File: config.mk
export PLATFORM = sky130hd
export DESIGN_NAME = apb_down_timer
export DESIGN_NICKNAME = d
export VERILOG_FILES = /design/src/rtl/dtmr_pkg.sv /design/src/rtl/dtmr_bus_decode.sv /design/src/rtl/dtmr_counter.sv /design/src/rtl/dtmr_irq.sv /design/src/rtl/apb_down_timer.sv
export SDC_FILE = /design/constraint.sdc
export NUM_CORES = 1
export LEC_CHECK = 0
export ABC_AREA = 1
export BUFFER_PORTS_ARGS = -buffer_cell sky130_fd_sc_hd__buf_4
export CAP_MARGIN = 5
export CORE_ASPECT_RATIO = 0.75
export CORE_UTILIZATION = 50
export DETAILED_ROUTE_END_ITERATION = 12
export PLACE_DENSITY = 0.77
export SYNTH_ARGS = -nofsm -noshare
export SYNTH_HDL_FRONTEND = slang
export SYNTH_HIERARCHICAL = 1
export SYNTH_SLANG_ARGS = --single-unit
File: constraint.sdc
create_clock -name pclk -period 2 [get_ports pclk]
set_clock_uncertainty 0.1 [all_clocks]
set_input_delay 0.1 -clock pclk [delete_from_list [all_inputs] [get_ports pclk]]
set_output_delay 0.1 -clock pclk [all_outputs]
set_load 0.02 [all_outputs]
File: src/rtl/dtmr_pkg.sv
// Package: shared constants and types for the APB down-counting timer.
// Assumes byte addressing with 8-bit offsets and a 32-bit data bus.
package dtmr_pkg;

    localparam int ADDR_W = 8;
    localparam int DATA_W = 32;

    // Per-timer register offsets
    localparam logic [ADDR_W-1:0] OFF_RELOAD = 8'h00;
    localparam logic [ADDR_W-1:0] OFF_COUNT  = 8'h04;
    localparam logic [ADDR_W-1:0] OFF_CTRL   = 8'h08;
    localparam logic [ADDR_W-1:0] OFF_ACK    = 8'h0C;
    localparam logic [ADDR_W-1:0] OFF_STAT   = 8'h10;
    // Block-level register offsets
    localparam logic [ADDR_W-1:0] OFF_GSTAT  = 8'hA0;
    localparam logic [ADDR_W-1:0] OFF_GACK   = 8'hA4;
    localparam logic [ADDR_W-1:0] OFF_RAW    = 8'hA8;
    localparam logic [ADDR_W-1:0] OFF_ID     = 8'hAC;

    // Control fields; bit order is software-visible
    typedef struct packed {
        logic mask;      // bit 2: 1 = interrupt masked
        logic periodic;  // bit 1: 1 = reload from register, 0 = reload all ones
        logic run;       // bit 0: timer enable
    } ctrl_t;

endpackage

File: src/rtl/dtmr_bus_decode.sv
// Module: dtmr_bus_decode
// Turns APB control signals into single-cycle strobes for the timer registers.
// Assumes zero-wait-state transfers: an access completes in its first
// access-phase cycle (psel & penable).
module dtmr_bus_decode
    import dtmr_pkg::*;
(
    input  logic              psel,
    input  logic              penable,
    input  logic              pwrite,
    input  logic [ADDR_W-1:0] paddr,
    output logic              wr_reload,
    output logic              wr_ctrl,
    output logic              ack_read
);

    logic access;

    // Strobe generation for completed accesses
    always_comb begin
        access    = psel && penable;
        wr_reload = access && pwrite && (paddr == OFF_RELOAD);
        wr_ctrl   = access && pwrite && (paddr == OFF_CTRL);
        ack_read  = access && !pwrite && ((paddr == OFF_ACK) || (paddr == OFF_GACK));
    end

endmodule

File: src/rtl/dtmr_counter.sv
// Module: dtmr_counter
// Down counter with load-on-start, periodic or all-ones reload, and an
// event pulse on each tick taken at zero. Assumes start only arrives
// while disabled.
module dtmr_counter #(
    parameter int CNT_W = 32
) (
    input  logic             clk,
    input  logic             rst_n,
    input  logic             run,
    input  logic             periodic,
    input  logic             tick,
    input  logic             start,
    input  logic [CNT_W-1:0] reload_val,
    output logic [CNT_W-1:0] cnt_o,
    output logic             zero_evt
);

    localparam logic [CNT_W-1:0] ALL_ONES = {CNT_W{1'b1}};

    logic at_zero;

    // Event decode: a tick taken at zero while running
    always_comb begin
        at_zero  = (cnt_o == '0);
        zero_evt = run && tick && !start && at_zero;
    end

    // Count register: start load, reload at zero, else decrement
    always_ff @(posedge clk) begin
        if (!rst_n) begin
            cnt_o <= '0;
        end else if (start) begin
            cnt_o <= reload_val;
        end else if (run && tick) begin
            if (at_zero) begin
                cnt_o <= periodic ? reload_val : ALL_ONES;
            end else begin
                cnt_o <= cnt_o - 1'b1;
            end
        end
    end

    // start copies the reload value
    a_r3_start_loads: assert property (@(posedge clk) disable iff (!rst_n)
        start |=> (cnt_o == $past(reload_val)));

    // disabled counter holds
    a_r4_hold_when_off: assert property (@(posedge clk) disable iff (!rst_n)
        (!run && !start) |=> $stable(cnt_o));

    // one step per tick
    a_r5_step_down: assert property (@(posedge clk) disable iff (!rst_n)
        (run && tick && !start && !at_zero) |=> (cnt_o == $past(cnt_o) - 1'b1));

    // periodic reload
    a_r6_periodic_reload: assert property (@(posedge clk) disable iff (!rst_n)
        (zero_evt && periodic) |=> (cnt_o == $past(reload_val)));

    // free-running reload
    a_r7_free_reload: assert property (@(posedge clk) disable iff (!rst_n)
        (zero_evt && !periodic) |=> (cnt_o == ALL_ONES));

endmodule

File: src/rtl/dtmr_irq.sv
// Module: dtmr_irq
// Holds the raw interrupt flag (set by events, cleared by acknowledge reads,
// set wins) and gates it with the mask.
module dtmr_irq (
    input  logic clk,
    input  logic rst_n,
    input  logic set_evt,
    input  logic clr_req,
    input  logic mask,
    output logic raw_o,
    output logic irq_o
);

    // Raw flag: set has priority over clear
    always_ff @(posedge clk) begin
        if (!rst_n) begin
            raw_o <= 1'b0;
        end else if (set_evt) begin
            raw_o <= 1'b1;
        end else if (clr_req) begin
            raw_o <= 1'b0;
        end
    end

    // Masked output
    always_comb irq_o = raw_o && !mask;

    // event sets the flag regardless of mask
    a_r8_event_sets: assert property (@(posedge clk) disable iff (!rst_n)
        set_evt |=> raw_o);

    // acknowledge clears when no event competes
    a_r10_ack_clears: assert property (@(posedge clk) disable iff (!rst_n)
        (clr_req && !set_evt) |=> !raw_o);

    // flag never drops without an acknowledge
    a_r10_sticky: assert property (@(posedge clk) disable iff (!rst_n)
        (raw_o && !clr_req) |=> raw_o);

endmodule

File: src/rtl/apb_down_timer.sv
// Module: apb_down_timer (top)
// APB slave wrapping one down-counting timer: reload and control registers,
// read mux, clear-on-read acknowledge and masked interrupt output.
// Assumes a single clock for bus and counting, and zero wait states.
module apb_down_timer
    import dtmr_pkg::*;
#(
    parameter int          CNT_W   = 32,
    parameter logic [31:0] VERSION = 32'h3130_322A
) (
    input  logic              pclk,
    input  logic              presetn,
    input  logic              psel,
    input  logic              penable,
    input  logic              pwrite,
    input  logic [ADDR_W-1:0] paddr,
    input  logic [DATA_W-1:0] pwdata,
    output logic [DATA_W-1:0] prdata,
    output logic              pready,
    output logic              pslverr,
    input  logic              tick_en,
    output logic              irq_o
);

    localparam int PAD_W = DATA_W - CNT_W;

    ctrl_t             ctrl_q;
    logic [CNT_W-1:0]  reload_q;
    logic [CNT_W-1:0]  count;
    logic [DATA_W-1:0] count_rd;
    logic [DATA_W-1:0] reload_rd;
    logic              wr_reload;
    logic              wr_ctrl;
    logic              ack_read;
    logic              start;
    logic              zero_evt;
    logic              raw_flag;
    logic              unused_wdata;

    assign pready       = 1'b1;
    assign pslverr      = 1'b0;
    assign unused_wdata = ^pwdata;

    dtmr_bus_decode u_decode (
        .psel      (psel),
        .penable   (penable),
        .pwrite    (pwrite),
        .paddr     (paddr),
        .wr_reload (wr_reload),
        .wr_ctrl   (wr_ctrl),
        .ack_read  (ack_read)
    );

    // Start pulse: enable written while timer is off
    always_comb start = wr_ctrl && pwdata[0] && !ctrl_q.run;

    // Reload register
    always_ff @(posedge pclk) begin
        if (!presetn) begin
            reload_q <= '0;
        end else if (wr_reload) begin
            reload_q <= pwdata[CNT_W-1:0];
        end
    end

    // Control register
    always_ff @(posedge pclk) begin
        if (!presetn) begin
            ctrl_q <= '0;
        end else if (wr_ctrl) begin
            ctrl_q <= ctrl_t'(pwdata[2:0]);
        end
    end

    dtmr_counter #(.CNT_W(CNT_W)) u_counter (
        .clk        (pclk),
        .rst_n      (presetn),
        .run        (ctrl_q.run),
        .periodic   (ctrl_q.periodic),
        .tick       (tick_en),
        .start      (start),
        .reload_val (reload_q),
        .cnt_o      (count),
        .zero_evt   (zero_evt)
    );

    dtmr_irq u_irq (
        .clk     (pclk),
        .rst_n   (presetn),
        .set_evt (zero_evt),
        .clr_req (ack_read),
        .mask    (ctrl_q.mask),
        .raw_o   (raw_flag),
        .irq_o   (irq_o)
    );

    // Width adaptation of counter-sized values onto the data bus
    generate
        if (PAD_W > 0) begin : g_pad
            assign count_rd  = {{PAD_W{1'b0}}, count};
            assign reload_rd = {{PAD_W{1'b0}}, reload_q};
        end else begin : g_nopad
            assign count_rd  = count;
            assign reload_rd = reload_q;
        end
    endgenerate

    // Read data mux; acknowledge and unmapped addresses return zero
    always_comb begin
        prdata = '0;
        if (psel && !pwrite) begin
            case (paddr)
                OFF_RELOAD: prdata = reload_rd;
                OFF_COUNT:  prdata = count_rd;
                OFF_CTRL:   prdata = {{(DATA_W-3){1'b0}}, ctrl_q};
                OFF_STAT:   prdata = {{(DATA_W-1){1'b0}}, irq_o};
                OFF_GSTAT:  prdata = {{(DATA_W-1){1'b0}}, irq_o};
                OFF_RAW:    prdata = {{(DATA_W-1){1'b0}}, raw_flag};
                OFF_ID:     prdata = VERSION;
                default:    prdata = '0;
            endcase
        end
    end

    // a masked timer never drives the pin
    a_r9_mask_blocks: assert property (@(posedge pclk) disable iff (!presetn)
        ctrl_q.mask |-> !irq_o);

    // unmasked pin follows the raw flag
    a_r9_pin_tracks_raw: assert property (@(posedge pclk) disable iff (!presetn)
        !ctrl_q.mask |-> (irq_o == raw_flag));

    // a start can only occur from the disabled state, then the timer runs
    a_r3_start_enables: assert property (@(posedge pclk) disable iff (!presetn)
        start |=> ctrl_q.run);

endmodule

==> results of run 1 <==
[timing repair]
action / 4_1_cts / 5_1_grt
endpoints found under the setup margin: 0 / 22
buffers inserted: 0 / 2
endpoints found under the hold margin: 34 / 0
hold buffers: 31 / 0
gates resized for setup: 0 / 6
[worst register-to-register path: cells and delay by family (launching register included)]
family          cells  cell delay (ps)
compound gates      1               60
buf+inv             1              160
flops               1              310
simple gates        7             1090
[kinds of logic after synthesis]
family / after synthesis / synth area share (%)
and+or+nand+nor: 485 / 41.9
buffers and inverters: 179 / 14.4
AOI/OAI and AO/OA: 150 / 15.8
DFF: 68 / 26.0
xor gates and xnor gates: 8 / 1.34
adders and majority gates: 2 / 0.478
other: 2 / 0.143
[report_power, final]
group	internal, uW	total (uW)	switching (uW)
sequential	1360	1360	0.624
combinational	120	233	113
clock	1250	1890	640
[final cells by class]
type	instances	area, um^2
clock inverter	6	111
fill	899	3100
clock buffer	10	239
inverter	146	551
timing repair buffer	149	1260
tap	132	165
multi-input combinational	647	3140
sequential	68	1360
[state kept, by name, summed over array words and instances, names as in the netlist]
| name | cells |
|---|---|
| u_irq/raw_o | 1 |
| u_counter/cnt_o | 32 |
| ctrl_q | 3 |
| reload_q | 32 |
[per-stage QoR]
stage,util [%],worst slack [ps],power [uW]
after floorplan,-,294,1470
after global placement,61.5,135,1560
after detailed placement,61.5,87.7,1560
after CTS,68.2,56.7,3480
after global routing,68.8,31.8,3560
final,68.8,146,3480
[layout by cell type, fill, tap and decap left out, types with 3 or more instances in the layout]
cell | netlist | routed
nand2_1 | 205 | 204
nor2_1 | 148 | 146
inv_1 | 138 | 137
buf_4 | 4 | 113
nand3_1 | 72 | 72
dfxtp_1 | 68 | 68
o21ai_0 | 65 | 65
a21oi_1 | 45 | 45
dlygate4sd3_1 | 0 | 31
nor2_2 | 20 | 21
o22ai_1 | 20 | 20
nor2_4 | 15 | 16
nand2_2 | 11 | 12
clkbuf_16 | 0 | 9
xor2_1 | 7 | 7
a21oi_2 | 7 | 7
nand4_1 | 6 | 6
inv_2 | 4 | 5
buf_12 | 0 | 5
o21ai_1 | 5 | 5
nand2_4 | 4 | 4
clkinv_2 | 2 | 3
bufinv_16 | 0 | 3
o211ai_1 | 3 | 3
[cells in the mapped netlist (all sizes together)]
cell type  number
o22ai          20
a21boi          1
o211ai          4
conb            2
a21oi          52
nand4           7
xnor2           1
ha              2
nand3          72
clkbuf         16
clkinv          4
nor3            1
nor2          185
a31oi           2
inv           142
nand2         220
dfxtp          68
o21ai          71
xor2            7
buf            17
[layer usage]
layer	vias up	GRT usage, %	wire [um]
li1	3049	-	-
met1	2836	46.0	8030
met5	-	0	0
met4	0	10.5	379
met2	267	50.9	7490
met3	32	5.68	1350
[worst paths after layout]
path | startpoint | endpoint | slack, ps | cells past startpoint
min reg2reg | reload_q[0] | reload_q[0] | 380 | 2
max | u_counter/cnt_o[26] | u_counter/cnt_o[24] | 150 | 9
max reg2reg | u_counter/cnt_o[26] | u_counter/cnt_o[24] | 150 | 9
min | pwdata[20] | reload_q[20] | 50 | 3
==> results.yml, run 1 <==
logic_synthesis:
  yosys_warnings: 6
  ys_seq_area_share_pct: 26.0
  netlist_area_um2: 5240
  netlist_instances: 894
  ys_seq_elements: 68
  yosysTopAreaCellShare_pct: 26.0
  syn_nets: 942
  synthTopCellsByArea: "dfxtp_1 26%, nand2_1 15%, nor2_1 11%"
  yosysTopAreaCell: "dfxtp_1"
  ys_types: 36
  synth.avg_cell_area_um2: 5.86
timing:
  slew_headroom_pct: 63.5
  fmax_mhz: 539
  final_hold_viol_count: 0
  grt_setup_unrepaired: "false"
  holdWs_ps: 45.8
  worst_pin_slew_ps: 547
  min_period_ps: 1850
  drv_slew: 0
  fin_tns_setup_ps: 0
  finalSetupViolCount: 0
  final.period_utilization_pct: 92.7
cells_and_area:
  nets: 1069
  layout.cells.non_filler: 1158
  drive_gt1_share_pct: 20.2
  antenna_cells: 0
  syn_to_final_growth_pct: 30.3
  final_area_um2: 6830
worst_hold_path:
  hold_class: "input pin to flip-flop"
clock_network:
  path_clk_slew_ps: 60
  cts_tree: "done"
  cts.sinks: 68
  clk_path_buf_depth: 2
  clk_latency_ps: 340
  root_buffer: "clkbuf_16"
  numCtsBuffers: 9
  htree_levels: 3
routing:
  firstDrtPassIters: 5
  wl_per_cell_um: 14.9
  wl_mm: 17.3
  dr.first_iter.drc_count: 737
  post-route-drc-count: 0
  ant_nets: 0
  vias: 6184
  vias_per_cell: 5.34
die:
  die_w_um: 120
  floorplan.initialDensity_pct: 52.8
  io_pins: 81
  rows: 31
  core_um2: 9930
  die_area_um2: 10900
  die_y_um: 90.6
place:
  dpl-instance-area_um2: 6110
  numPortBuffers: 78
  dp_cells: 1109
  gp_congestion: 0.970
  hpwl_mm: 12.5
global_route:
  grt_pass1_vias: 5702
  grt_overflow: 0
  grt_pass1_wl_mm: 28.3
  grt_max_degree: 38
  grt_antenna_before_repair: 0
  grt_use_total_pct: 32.9
power_and_ir_drop:
  vdd_drop_max_uv: 576
  power_density_nw_per_um2: 510
  p_leak_uw: 0.00318
worst_setup_path:
  crit_required_ps: 2110
  endpoint_kind: "flip-flop"
  path_max_fanout: 12
  crit_buf_inv: 1
  cp_cell_sequence: "nor2_1, nand2_2, nor2_4, nand4_4, nor2_8, buf_12, nand2_1, nand3_1, a21oi_1"
  max_stage_delay_ps: 310
  start_kind: "flip-flop"
  path_class: "flip-flop to flip-flop"
  slowest_stage: "dfxtp_1"
  cp.arrival_ps: 1960
  path_delay_family: "simple AND/OR/NAND/NOR gates"
outcome:
  outcome: "complete, no violations"
job:
  maxCapViolations: 0
No activity file was read; power rests on OpenSTA's default activity.
==> inputs of run 2 (changes only) <==
--- a/config.mk
+++ b/config.mk
@@ -8,8 +8,8 @@
 export ABC_AREA = 1
 export BUFFER_PORTS_ARGS = -buffer_cell sky130_fd_sc_hd__buf_4
 export CAP_MARGIN = 5
-export CORE_ASPECT_RATIO = 0.75
 export CORE_UTILIZATION = 50
+export CTS_BUF_LIST = sky130_fd_sc_hd__clkbuf_4 sky130_fd_sc_hd__clkbuf_8
 export DETAILED_ROUTE_END_ITERATION = 12
 export PLACE_DENSITY = 0.77
 export SYNTH_ARGS = -nofsm -noshare
==> results.yml, run 2 (synthesis results as in run 1) <==
place:
  hpwl_mm: 12.2
  numPortBuffers: 78
  gp_congestion: 1.02
clock_network:
  htree_levels: 3
  clk_path_buf_depth: 2
  cts.sinks: 68
  clk_latency_ps: 360
  root_buffer: "clkbuf_8"
  path_clk_slew_ps: 90
  cts_tree: "done"
  numCtsBuffers: 9
global_route:
  grt_overflow: 0
  grt_antenna_before_repair: 0
  grt_use_total_pct: 32.2
  grt_pass1_vias: 5546
  grt_max_degree: 38
  grt_pass1_wl_mm: 28.1
worst_setup_path:
  path_common_cell: "nand2_1"
  endpoint_kind: "flip-flop"
  start_kind: "flip-flop"
  slowest_stage: "dfxtp_1"
  cp.arrival_ps: 2100
  path_class: "flip-flop to flip-flop"
  cp_cell_sequence: "nor2_1, nand3_1, nor2_2, nand4_4, nor2_8, buf_4, nand2_1, nand2_1, a21oi_2"
  max_stage_delay_ps: 330
  path_max_fanout: 6
  crit_required_ps: 2140
die:
  io_pins: 81
  rows: 37
  die_area_um2: 10900
  die_w_um: 104
  core_um2: 10200
  floorplan.initialDensity_pct: 51.2
  die_y_um: 104
routing:
  wl_per_cell_um: 15.0
  wl_mm: 17.4
  vias: 6149
  dr.first_iter.drc_count: 492
  firstDrtPassIters: 6
  vias_per_cell: 5.31
  post-route-drc-count: 0
  ant_nets: 0
cells_and_area:
  nFillCells: 994
  ff_latch_area_um2: 1360
  top_regs: "reload_q: 32 flops, u_counter/cnt_o: 32 flops, ctrl_q: 3 flops"
  antenna_cells: 0
  multi_input_area_um2: 3140
  mostFrequentLayoutCells: "204 x nand2_1, 148 x nor2_1, 137 x inv_1, 110 x buf_4, 72 x nand3_1"
  final_common_cell: "nand2_1"
  drive_gt1_share_pct: 19.6
  syn_to_final_growth_pct: 27.4
  final_util_pct: 65.2
  nets: 1065
power_and_ir_drop:
  vdd_drop_max_uv: 357
  p_total_uw: 3060
  power_density_nw_per_um2: 459
  p_leak_uw: 0.00311
timing:
  worst_pin_slew_ps: 552
  drv_slew: 0
  min_period_ps: 1960
  final.period_utilization_pct: 97.9
  final_hold_viol_count: 0
  slew_headroom_pct: 63.2
  finalSetupViolCount: 0
  fmax_mhz: 511
job:
  maxCapViolations: 0
worst_hold_path:
  hold_class: "input pin to flip-flop"
outcome:
  outcome: "complete, no violations"
[run 2: cell types whose count changed in the layout (fill, tap and decap cells not counted)]
| cell | before | now |
|---|---|---|
| dlygate4sd3_1 | 31 | 32 |
| buf_12 | 5 | 3 |
| clkbuf_16 | 9 | 0 |
| nor2_1 | 146 | 148 |
| clkbuf_8 | 1 | 10 |
| buf_4 | 113 | 110 |
| nor2_2 | 21 | 19 |
[run 2: cell type report]
cell class | count | area share, %
clock buffer | 10 | 2.06
clock inverter | 6 | 1.67
inverter | 146 | 8.25
multi-input combinational | 647 | 47.0
sequential | 68 | 20.4
tap | 136 | 2.55
timing repair buffer | 145 | 18.1
[run 2: final timing paths]
check | startpoint | cells after the start | to | slack [ps]
setup reg to reg | u_counter/cnt_o[28] | 9 | u_counter/cnt_o[1] | 40
hold reg to reg | reload_q[0] | 2 | reload_q[0] | 370
hold / removal | presetn | 3 | u_irq/raw_o | 50
setup / recovery | u_counter/cnt_o[28] | 9 | u_counter/cnt_o[1] | 40
[run 2: stage by stage]
step	TNS [ps]	hold WS (ps)	cells	worst slack, ps	instance area (um^2)
after global placement	0	221	1106	124	6040
final	0	52.0	1158	41.4	6670
after CTS	0	46.1	1154	87.6	6610
after floorplan	0	122	894	294	5240
after global routing	-0.756	74.8	1158	-0.738	6670
after detailed placement	0	226	1106	97.7	6040
[run 2: power breakdown]
| part | switching [uW] | internal [uW] | total (uW) | leakage [uW] |
|---|---|---|---|---|
| Clock | 609 | 863 | 1470 | 0.000122 |
| Combinational | 112 | 122 | 235 | 0.00244 |
| Sequential | 0.631 | 1350 | 1350 | 0.000547 |
[run 2: repair_timing]
action | in CTS | in global routing
buffers inserted | 0 | 4
hold buffers | 32 | 0
setup endpoints to repair | 0 | 19
gates resized for setup | 0 | 4
endpoints found under the hold margin | 35 | 0
[run 2: worst max-delay path, delay by kind of cell (launching register included)]
| kind | cells | cell delay [ps] |
|---|---|---|
| AO/OA/AOI/OAI | 1 | 50 |
| buffers and inverters | 1 | 190 |
| flip-flops | 1 | 330 |
| AND/OR/NAND/NOR | 7 | 1160 |
[run 2: metal layers]
layer / vias up / GRT usage (%) / share of wire [%]
li1: 3035 / - / -
met1: 2843 / 42.0 / 43
met2: 239 / 54.0 / 48
met3: 32 / 5.51 / 7.4
met4: 0 / 9.39 / 2.0
met5: - / 0 / 0
==> inputs of run 3 (changes only) <==
--- a/config.mk
+++ b/config.mk
@@ -8,10 +8,12 @@
 export ABC_AREA = 1
 export BUFFER_PORTS_ARGS = -buffer_cell sky130_fd_sc_hd__buf_4
 export CAP_MARGIN = 5
-export CORE_UTILIZATION = 50
+export CELL_PAD_IN_SITES_DETAIL_PLACEMENT = 2
+export CELL_PAD_IN_SITES_GLOBAL_PLACEMENT = 2
+export CORE_UTILIZATION = 31
 export CTS_BUF_LIST = sky130_fd_sc_hd__clkbuf_4 sky130_fd_sc_hd__clkbuf_8
 export DETAILED_ROUTE_END_ITERATION = 12
-export PLACE_DENSITY = 0.77
+export PLACE_DENSITY = 0.88
 export SYNTH_ARGS = -nofsm -noshare
 export SYNTH_HDL_FRONTEND = slang
 export SYNTH_HIERARCHICAL = 1
==> results.yml, run 3 (synthesis results as in run 1) <==
power_and_ir_drop:
  p_leak_uw: 0.00328
  power_density_nw_per_um2: 411
  p_seq_share_pct: 46.0
  switchingPower_uw: 819
  power_switching_share_pct: 27.8
  vdd_drop_max_uv: 353
  power.share.clock_pct: 45.0
  internal_power_uw: 2120
  pwr-share-comb_pct: 9.0
cells_and_area:
  final_common_cell: "nand2_1"
  syn_to_final_growth_pct: 36.5
  final_util_pct: 43.3
  drive_gt1_share_pct: 25.8
  top_regs: "reload_q: 32 flops, u_counter/cnt_o: 32 flops, ctrl_q: 3 flops"
  mostFrequentLayoutCells: "194 x nand2_1, 133 x inv_1, 130 x nor2_1, 130 x buf_4, 70 x nand3_1"
  final_area_um2: 7150
  nets: 1089
  nFillCells: 1991
  antenna_cells: 0
  layout.cells.non_filler: 1264
worst_hold_path:
  worstHoldPathCells: 3
  hold_start: "pwdata[20]"
  hold_class: "input pin to flip-flop"
  min_to: "reload_q[20]"
worst_setup_path:
  start_kind: "flip-flop"
  crit_required_ps: 2210
  r2r_slack_ps: -70
  path_max_fanout: 6
  cp.arrival_ps: 2280
  endpoint_kind: "flip-flop"
  crit_start: "u_counter/cnt_o[8]"
  timing.rr.start: "u_counter/cnt_o[8]"
  r2r_cells: 10
  r2r_end: "u_counter/cnt_o[13]"
  path_class: "flip-flop to flip-flop"
timing:
  drv_slew: 0
  finalWorstSetupSlack_ps: -65.9
  min_period_ps: 2070
  slew_headroom_pct: 61.2
  final_hold_viol_count: 0
  final.period_utilization_pct: 103
  finalSetupViolCount: 10
  fmax_mhz: 484
  worst_pin_slew_ps: 581
clock_network:
  clk_latency_ps: 410
  cts.sinks: 68
  root_buffer: "clkbuf_8"
  clk_path_buf_depth: 2
  cts_tree: "done"
  numCtsBuffers: 9
  htree_levels: 3
  path_clk_slew_ps: 100
global_route:
  grt_max_degree: 38
  grtUsageMet1_pct: 39.1
  grt_antenna_before_repair: 0
  use_met3_pct: 5.57
  grt_use_total_pct: 37.0
  grt_pass1_wl_mm: 48.6
  top_usage_layer: "met2"
  grt_pass1_vias: 8059
  grt_overflow: 0
  grtUsageMet2_pct: 66.4
place:
  hpwl_mm: 18.6
  dpl-instance-area_um2: 6320
  gp_congestion: 0.906
  dp_cells: 1208
  numPortBuffers: 78
  preCtsSetupSlack_ps: -81.0
job:
  maxCapViolations: 0
die:
  die_w_um: 132
  core_um2: 16500
  die_y_um: 132
  floorplan.initialDensity_pct: 31.7
  io_pins: 81
  die_area_um2: 17400
  rows: 47
routing:
  dr.first_iter.drc_count: 479
  firstDrtPassIters: 5
  wl_per_cell_um: 26.1
  vias_per_cell: 5.69
  ant_nets: 0
  post-route-drc-count: 0
  wl_mm: 33.0
  vias: 7198
outcome:
  violations: "setup timing"
  outcome: "finished, violations left"
-- run 3: final cells by class --
class	instances	area [um^2]	share of cell area [%]
Tap cell	220	275	3.85
Multi-Input combinational cell	647	3330	46.5
Inverter	146	556	7.77
Clock inverter	2	35.0	0.490
Timing Repair Buffer	169	1430	20.0
Clock buffer	12	159	2.22
Sequential cell	68	1370	19.2
-- run 3: metal layers --
layer | share of wire [%] | vias to the layer above
li1 | - | 3077
met1 | 36 | 3566
met3 | 5.7 | 165
met2 | 51 | 390
met5 | 0 | -
met4 | 7.5 | 0
-- run 3: power groups by stage --
stage               sequential (uW)  clock, uW  combinational [uW]
finish                         1350       1320                 264
global route                   1350       1370                 279
CTS                            1350       1270                 245
detailed placement             1390          0                 196
global placement               1390          0                 188
floorplan                      1390          0                79.9
-- run 3: how the worst max path moves through the flow --
stage / end / slack, ps / cells after the start
floorplan: u_counter/cnt_o[14] / 290 / 12
global placement: u_counter/cnt_o[24] / 120 / 9
detailed placement: u_counter/cnt_o[22] / -80 / 11
CTS: u_counter/cnt_o[4] / 30 / 9
global route: u_counter/cnt_o[13] / -110 / 10
finish: u_counter/cnt_o[13] / -70 / 10
-- run 3: stage by stage --
stage / setup TNS (ps) / hold WS [ps] / total power, uW
finish: -272 / 42.5 / 2940
global route: -710 / 60.2 / 3000
CTS: 0 / 44.8 / 2860
detailed placement: -384 / 231 / 1580
global placement: 0 / 223 / 1570
floorplan: 0 / 122 / 1470
-- run 3: what timing repair did --
| action | in CTS | in global routing |
|---|---|---|
| gates resized for setup | 11 | 66 |
| pin swaps | 1 | 15 |
| setup endpoints to repair | 30 | 35 |
| hold endpoints to repair | 34 | 0 |
| buffers inserted | 3 | 8 |
| hold buffers | 31 | 0 |
-- run 3: critical path, cell delays in order (launching register included) --
cell,delay (ps)
dfxtp_1,370
buf_4,180
nor2_1,190
nand2_2,120
nor2_1,140
nand2_2,150
inv_2,140
nand2_1,90
nand3_1,120
nand3_1,130
a21oi_2,250
